===== src/rtl/vme_blt_seq.sv =====
module vme_blt_seq #(
  parameter int AW       = 32,
  parameter int CW       = 16,
  parameter int BLT_BLK  = 256,
  parameter int MBLT_BLK = 2048
) (
  input  logic          clk,
  input  logic          rst_n,
  input  logic          start,
  input  logic [AW-1:0] start_addr,
  input  logic [CW-1:0] byte_cnt,
  input  logic          mblt,
  input  logic          fifo,
  input  logic          dtack,
  input  logic          berr,
  output logic          as_o,
  output logic          ds_o,
  output logic [AW-1:0] addr_o,
  output logic          busy_o,
  output logic          done_o,
  output logic [1:0]    term_o,
  output logic [CW-1:0] moved_o
);
  localparam logic [1:0] T_OK = 2'b00, T_BERR = 2'b01, T_REJ = 2'b10;
  localparam logic [AW-1:0] BLT_MASK  = AW'(BLT_BLK - 1);
  localparam logic [AW-1:0] MBLT_MASK = AW'(MBLT_BLK - 1);

  typedef enum logic [2:0] {S_IDLE, S_ADDR, S_DATA, S_REL, S_GAP, S_FIN} st_t;
  st_t st;

  logic [AW-1:0] addr_q;
  logic [CW-1:0] left_q, moved_q;
  logic          mblt_q, fifo_q;
  logic [1:0]    term_q;
  logic [3:0]    step;
  logic          bad, at_bnd, bus_quiet;

  assign step      = mblt_q ? 4'd8 : 4'd4;
  assign bus_quiet = !dtack && !berr;
  assign at_bnd    = (addr_q & (mblt_q ? MBLT_MASK : BLT_MASK)) == '0;
  assign bad       = (byte_cnt == '0)
                   || (mblt ? (|start_addr[2:0] || |byte_cnt[2:0])
                            : (|start_addr[1:0] || |byte_cnt[1:0]));

  always_ff @(posedge clk) begin
    if (!rst_n) begin
      st      <= S_IDLE;
      addr_q  <= '0;
      left_q  <= '0;
      moved_q <= '0;
      mblt_q  <= 1'b0;
      fifo_q  <= 1'b0;
      term_q  <= T_OK;
    end else begin
      case (st)
        S_IDLE: if (start) begin
          mblt_q  <= mblt;
          fifo_q  <= fifo;
          addr_q  <= start_addr;
          left_q  <= byte_cnt;
          moved_q <= '0;
          term_q  <= bad ? T_REJ : T_OK;
          st      <= bad ? S_FIN : S_ADDR;
        end
        S_ADDR: if (bus_quiet) st <= S_DATA;
        S_DATA: begin
          if (berr) begin
            term_q <= T_BERR;
            st     <= S_FIN;
          end else if (dtack) begin
            left_q  <= left_q - CW'(step);
            moved_q <= moved_q + CW'(step);
            if (!fifo_q) addr_q <= addr_q + AW'(step);
            st <= S_REL;
          end
        end
        S_REL: if (bus_quiet) begin
          if (left_q == '0)           st <= S_FIN;
          else if (!fifo_q && at_bnd) st <= S_GAP;
          else                        st <= S_DATA;
        end
        S_GAP:   st <= S_ADDR;
        default: st <= S_IDLE;
      endcase
    end
  end

  assign as_o    = (st == S_ADDR) || (st == S_DATA) || (st == S_REL);
  assign ds_o    = (st == S_DATA);
  assign addr_o  = addr_q;
  assign busy_o  = (st != S_IDLE);
  assign done_o  = (st == S_FIN);
  assign term_o  = term_q;
  assign moved_o = moved_q;

  a_r7_ds_inside_as: assert property (@(posedge clk) disable iff (!rst_n)
    ds_o |-> as_o);
  a_r7_ds_after_release: assert property (@(posedge clk) disable iff (!rst_n)
    $rose(ds_o) |-> $past(!dtack && !berr));
  a_r3_rearm_on_boundary: assert property (@(posedge clk) disable iff (!rst_n)
    ($rose(as_o) && $past(busy_o)) |-> ((addr_o & (mblt_q ? MBLT_MASK : BLT_MASK)) == '0));
  a_r4_fifo_addr_fixed: assert property (@(posedge clk) disable iff (!rst_n)
    (busy_o && $past(busy_o) && fifo_q && !done_o) |-> $stable(addr_o));
  a_r5_refused_no_strobe: assert property (@(posedge clk) disable iff (!rst_n)
    (done_o && term_o == T_REJ) |-> (!$past(as_o) && moved_o == '0));
  a_r8_done_single: assert property (@(posedge clk) disable iff (!rst_n)
    done_o |=> !done_o);
  a_r6_berr_stops: assert property (@(posedge clk) disable iff (!rst_n)
    (ds_o && berr) |=> (done_o && term_o == T_BERR && !as_o));
endmodule


===== config.mk =====
export PLATFORM = sky130hd
export DESIGN_NAME = vme_blt_seq
export DESIGN_NICKNAME = d
export VERILOG_FILES = /design/src/rtl/vme_blt_seq.sv
export SDC_FILE = /design/constraint.sdc
export NUM_CORES = 1
export LEC_CHECK = 0
export CAP_MARGIN = 15
export CORE_MARGIN = 5
export CORE_UTILIZATION = 45
export CTS_CLUSTER_SIZE = 10
export DETAILED_ROUTE_END_ITERATION = 8
export PLACE_DENSITY = 0.77
export REMOVE_ABC_BUFFERS = 1
export SLEW_MARGIN = 25
export SYNTH_ARGS = -nofsm -noshare
export SYNTH_HDL_FRONTEND = slang
export SYNTH_SLANG_ARGS = --single-unit

===== constraint.sdc =====
create_clock -name clk -period 2.4 [get_ports clk]
set_input_delay 0.24 -clock clk [delete_from_list [all_inputs] [get_ports clk]]
set_output_delay 0.24 -clock clk [all_outputs]
set_load 0.01 [all_outputs]

Yosys cells after proc, flatten, opt, wreduce, memory -nomap -nowiden

Index checks and enable logic that the tools add are counted.

Flip-flop bits (word level): 71
Input port bits: 55
Logic and storage cells: 78
Output and inout bits: 54

Bitwise operators: 1
Reductions and logical operators: 25
Mux-type cells: 29
Equal/unequal tests: 13
Add/sub/neg operators: 3

Operator list:

| cell                 | count |
|---|---|
| $mux W32             | 4 |
| $mux W16             | 6 |
| $pmux W16 S2         | 2 |
| $pmux W32 S2         | 1 |
| $add A32 B4 Y32      | 1 |
| $and A32 B11 Y32     | 1 |
| $logic_not A16 Y1    | 2 |
| $logic_not A32 Y1    | 1 |
| $mux W3              | 8 |
| $add A16 B4 Y16      | 1 |
| $sub A16 B4 Y16      | 1 |
| $pmux W3 S5          | 1 |
| $ne A2 B2 Y1 const B | 7 |
| $mux W11             | 1 |
| $reduce_and A4 Y1    | 2 |
| $eq A3 B2 Y1 const B | 2 |
| $eq A3 B3 Y1 const B | 2 |
| $mux W2              | 3 |
| $reduce_or A3 Y1     | 2 |
| $logic_or A1 B1 Y1   | 5 |
| $reduce_and A5 Y1    | 1 |
| $mux W4              | 1 |
| $pmux W2 S2          | 1 |
| $reduce_or A2 Y1     | 2 |
| other kinds (10)     | 13 |

Longest topological paths before layout

Depth in word-level cells: 8
Depth in mapped cells: 10
Mapped depth without buffers: 9

Least setup slack after synthesis

OpenSTA, ideal clock, no wires.

Path type: register -> register
Start point: reg mblt_q
End point: reg addr_q[28], in the netlist addr_o[28]
Stages on the path, launching flop included: 10
Clock period less this slack: 2.452 ns
Path buffers: 1
Library setup time: 0.120 ns
Required time: 2.280 ns
Arrival: 2.333 ns
Path slack: -0.052 ns
Cell sequence: dfxtp_1 inv_1 ha_1 inv_1 fa_1 nand3b_1 nor3_2 buf_2 nand3_1 a211o_1

Cells in the longest elaborated chain, start to end: 6

Ends and longest elaborated chain:

| what                   | RTL line | RTL |
|---|---|---|
| from (decl)            | 33       | `logic mblt_q, fifo_q;` |
| from (signal assigned) | 57       | `mblt_q <= mblt;` |
| $mux W4                | 38       | `assign step = mblt_q ? 4'd8 : 4'd4;` |
| $add A32 B4 Y32        | 73       | `if (!fifo_q) addr_q <= addr_q + AW'(step);` |
| $mux W32               | 73       |  |
| $mux W32               | 70       | `end else if (dtack) begin` |
| $mux W32               | 67       | `if (berr) begin` |
| $pmux W32 S2           | 55       | `case (st)` |
| to (signal assigned)   | 59       | `addr_q <= start_addr;` |
| to (signal assigned)   | 73       |  |
| to (decl)              | 31       | `logic [AW-1:0] addr_q;` |

Every way passes these cells. The select of a mux whose other input is x is not followed.
A chain may end at the register's enable or synchronous reset.

Final worst setup path

Start point: reg st[1]
End point: out ds_o

Cells in the longest elaborated chain, start to end: 1

Ends and longest elaborated chain:

| what                   | RTL line | RTL |
|---|---|---|
| from (decl)            | 29       | `st_t st;` |
| from (signal assigned) | 63       | `st <= bad ? S_FIN : S_ADDR;` |
| $eq A3 B2 Y1           | 89       | `assign ds_o = (st == S_DATA);` |
| to (decl)              | 17       | `output logic ds_o,` |

Every way passes these cells.

==> results.md <==
- Post-route fraction of the period consumed by the critical path: 95.10%
- Post-CTS clock slew at the launch and capture registers of the worst setup and hold paths: 0.08 ns
- Uppermost layer routed: met4
- H-tree lvl count: 3
- Transition time at the pin with the least slew margin: 0.6981 ns
- Maximum net fanout on the critical path: 11
- Number of antenna violations at the first check in global routing: 0
- Met2 wire len: 6.488 mm
- Count of hold-fix buffers inserted at cts: 0
- CTS tree: done
- Number of synthesized register bits: 69
- Root Driver: sky130_fd_sc_hd__clkbuf_8
- Area growth, synth to finish: 33.97%
- Vias after detailed routing: 4756
- Max-cap violation count: 0
- PnR Total Power: 0.003880 W
- Congestion Overflow GR: 0
- Unrepaired setup endpoints after global routing: false
- Hold Path Stages: 2
- Core Area: 0.009328 sq mm
- Critical path's slowest cell: sky130_fd_sc_hd__or3b_2
- Latest clock arrival within the worst-skew pair: 0.35 ns
- Yosys synthesis warning count: 0
- Most frequent cells after synthesis: sky130_fd_sc_hd__dfxtp_1 (69), sky130_fd_sc_hd__nand2_1 (68), sky130_fd_sc_hd__nor2_1 (48)
- Highest ir drop seen on vdd: 0.0005200 V
- Outcome: completed
- Via count of the first global-routing pass: 4553
- Total wirelength of the detailed-routed design: 13.39 mm
- DRC errors left: 0
- Overall Global Routing Usage: 22.93%
- Number of CTS-inserted buffers: 9
- Largest cells by area after synthesis: sky130_fd_sc_hd__dfxtp_1 (32%), sky130_fd_sc_hd__nand2_1 (5.9%), sky130_fd_sc_hd__nor2_1 (4.1%), sky130_fd_sc_hd__a21oi_1 (3.9%), sky130_fd_sc_hd__nand4_1 (3.0%)
- Average footprint of a synthesized cell: 7.646 sq um
- Number of design-rule violations left by the first detailed-router iteration: 313
- Area share of the largest cell type after synthesis: 31.75%
- Number of cells produced by synthesis: 569
- Total die area: 0.01173 sq mm
- Share of final-layout standard cells stronger than drive strength 1: 8.767%
- Total of endpoints with negative setup slack in the final report: 0
- Crit end category: output pin
- Power density over the cells: 665.7 mW/mm^2
- Met3 routed WL: 1.117 mm
- Proportion of register bits with asynchronous set or reset after synthesis: 0%
- X dimension of the die: 108.3 um
- Worst-case clock skew: 0.009930 ns
- Post-synth top flop: sky130_fd_sc_hd__dfxtp_1
- Largest buffer count on any clock path: 2
- Largest stage delay on the critical path: 0.57 ns
- Number of enable-type register cells in the synthesized netlist: 0
- Vias per Instance: 5.930
- Routed wire length per instance: 16.69 um
- Pleak: 2.110 nW
- Count of standard-cell rows: 35
- Routability cong.: 0.9250
- Most numerous cell in the Yosys netlist: sky130_fd_sc_hd__dfxtp_1
- Post-Place Cells: 785
- Data required, critical path: 2.16 ns
- Number of non-filler instances in the completed layout: 802
- Summed instance area of the synthesized netlist: 0.004350 sq mm
- DPL Wire Length: 9.493 mm
- Shortest clock period the worst path allows after layout: 2.282 ns
- Largest net degree at the start of global routing: 40
- Initial Util: 46.64%
- NumNets Final: 732
- Critical Path Source Type: flop
- Number of pins exceeding their max-slew limit in the final report: 0
- Die Height: 108.3 um
- Clock sink count: 69
- Worst Reg2Reg Path Length in Cells: 10
- Final Util: 62.48%
- Unique masters post-synth: 70
- Input/output buffers: 106
- Number of endpoints with negative hold slack in the final report: 0
- ANT cells: 0
- Crit path kind: reg2out
- I/O pin count: 109
- DRT antenna net count: 0
- Yosys top cell by area: sky130_fd_sc_hd__dfxtp_1
- Class of the tightest hold or removal check: in2reg
- Wire length of the first global-routing pass: 21.94 mm
- Maximum clock frequency: 0.4381 GHz
- Sequence of cells on the critical path: or3b_2 > inv_4 > clkdlybuf4s50_1
- Post-synthesis sequential area ratio: 31.75%
- Worst max-slew margin expressed relative to the limit: 53.46%
- Met1 wire length: 5.582 mm
- Pre-Repair DR Iteration Count: 5
- Arrival time at the worst endpoint: 2.04 ns
-- routing by layer --
| metal | track usage (%) | up-vias |
|---|---|---|
| met5 | 0 | - |
| met4 | 6.763 | 0 |
| met3 | 5.075 | 19 |
| met2 | 38.23 | 237 |
| met1 | 29.74 | 2191 |
| li1 | - | 2309 |
-- final cells by class --
type / instances / area, sq um
clock inverters: 6 / 110.1
clock buffers: 10 / 137.6
repair buffers: 130 / 1252
multi-input cells: 444 / 2728
inverters: 14 / 55.05
fillers: 784 / 3500
well taps: 129 / 161.4
flip-flops and latches: 69 / 1384
-- report_power, final --
part | switching (W) | internal, W | leakage (nW)
combinational | 0.000656 | 0.000591 | 1.43
sequential | 0.000183 | 0.00127 | 0.566
clock | 0.000460 | 0.000717 | 0.119
-- stage by stage --
stage / area (sq um) / hold WS [ns] / worst slack [ns] / setup TNS, ns
3_5_place_dp: 5554 / 0.4484 / 0.09985 / 0
2_1_floorplan: 4151 / 0.3575 / -1.148 / -30.01
4_1_cts: 5802 / 0.3872 / 0.002381 / 0
5_1_grt: 5828 / 0.4221 / 0.01988 / 0
3_3_place_gp: 5554 / 0.4264 / 0.2037 / 0
6_report: 5828 / 0.4110 / 0.1176 / 0
-- critical path, delay by kind of cell, from the launching register on --
kind                   cells  cell delay (ns)
flip-flops                 1             0.43
buffers and inverters      2             0.71
AND/OR/NAND/NOR            1             0.57
-- timing repair --
action / CTS / global route
setup endpoints to repair: 0 / 6
setup buffers: 0 / 1
resized for setup: 0 / 6
-- flip-flops by register name, indices dropped and copies added, names as in the netlist --
register / flops
st: 3
mblt_q: 1
moved_o: 14
addr_o: 32
term_o: 2
left_q: 16
fifo_q: 1
-- final timing paths --
kind	start	endpoint	slack, ns
worst max-delay path	st[1]	ds_o	0.12
worst min-delay path	rst_n	addr_o[15]	0.41
worst max register to register	mblt_q	addr_o[24]	0.17
worst min register to register	st[2]	st[1]	0.45
-- logic make-up (layout without fill, tap and decap cells) --
| group | Yosys count | after routing | synth area share [%] |
|---|---|---|---|
| AND/OR/NAND/NOR | 247 | 247 | 29.80 |
| other | 1 | 2 | 0.08620 |
| buffers and inverters | 57 | 160 | 5.925 |
| AO/OA/AOI/OAI | 176 | 176 | 27.29 |
| adder cells (fa/ha/maj) | 9 | 9 | 3.106 |
| flip-flops | 69 | 69 | 31.75 |
| multiplexers | 1 | 1 | 0.2301 |
| XOR/XNOR | 9 | 9 | 1.812 |
-- placed cells by master (no fill, tap or decap), types with 8 or more instances in the layout --
| cell type | Yosys | routed |
|---|---|---|
| sky130_fd_sc_hd__nand3_1 | 15 | 15 |
| sky130_fd_sc_hd__and2_1 | 14 | 14 |
| sky130_fd_sc_hd__nor4_1 | 11 | 11 |
| sky130_fd_sc_hd__o21ai_1 | 25 | 26 |
| sky130_fd_sc_hd__a21oi_1 | 34 | 34 |
| sky130_fd_sc_hd__nor2_1 | 48 | 48 |
| sky130_fd_sc_hd__o21ai_0 | 21 | 20 |
| sky130_fd_sc_hd__buf_4 | 3 | 22 |
| sky130_fd_sc_hd__a21boi_1 | 8 | 8 |
| sky130_fd_sc_hd__nor3_1 | 24 | 24 |
| sky130_fd_sc_hd__a31oi_1 | 12 | 12 |
| sky130_fd_sc_hd__clkdlybuf4s50_1 | 0 | 105 |
| sky130_fd_sc_hd__nand2_1 | 68 | 68 |
| sky130_fd_sc_hd__clkbuf_8 | 0 | 10 |
| sky130_fd_sc_hd__nand4_1 | 21 | 21 |
| sky130_fd_sc_hd__inv_1 | 13 | 13 |
| sky130_fd_sc_hd__dfxtp_1 | 69 | 67 |
Note: power is estimated with default switching activity, not from simulation.
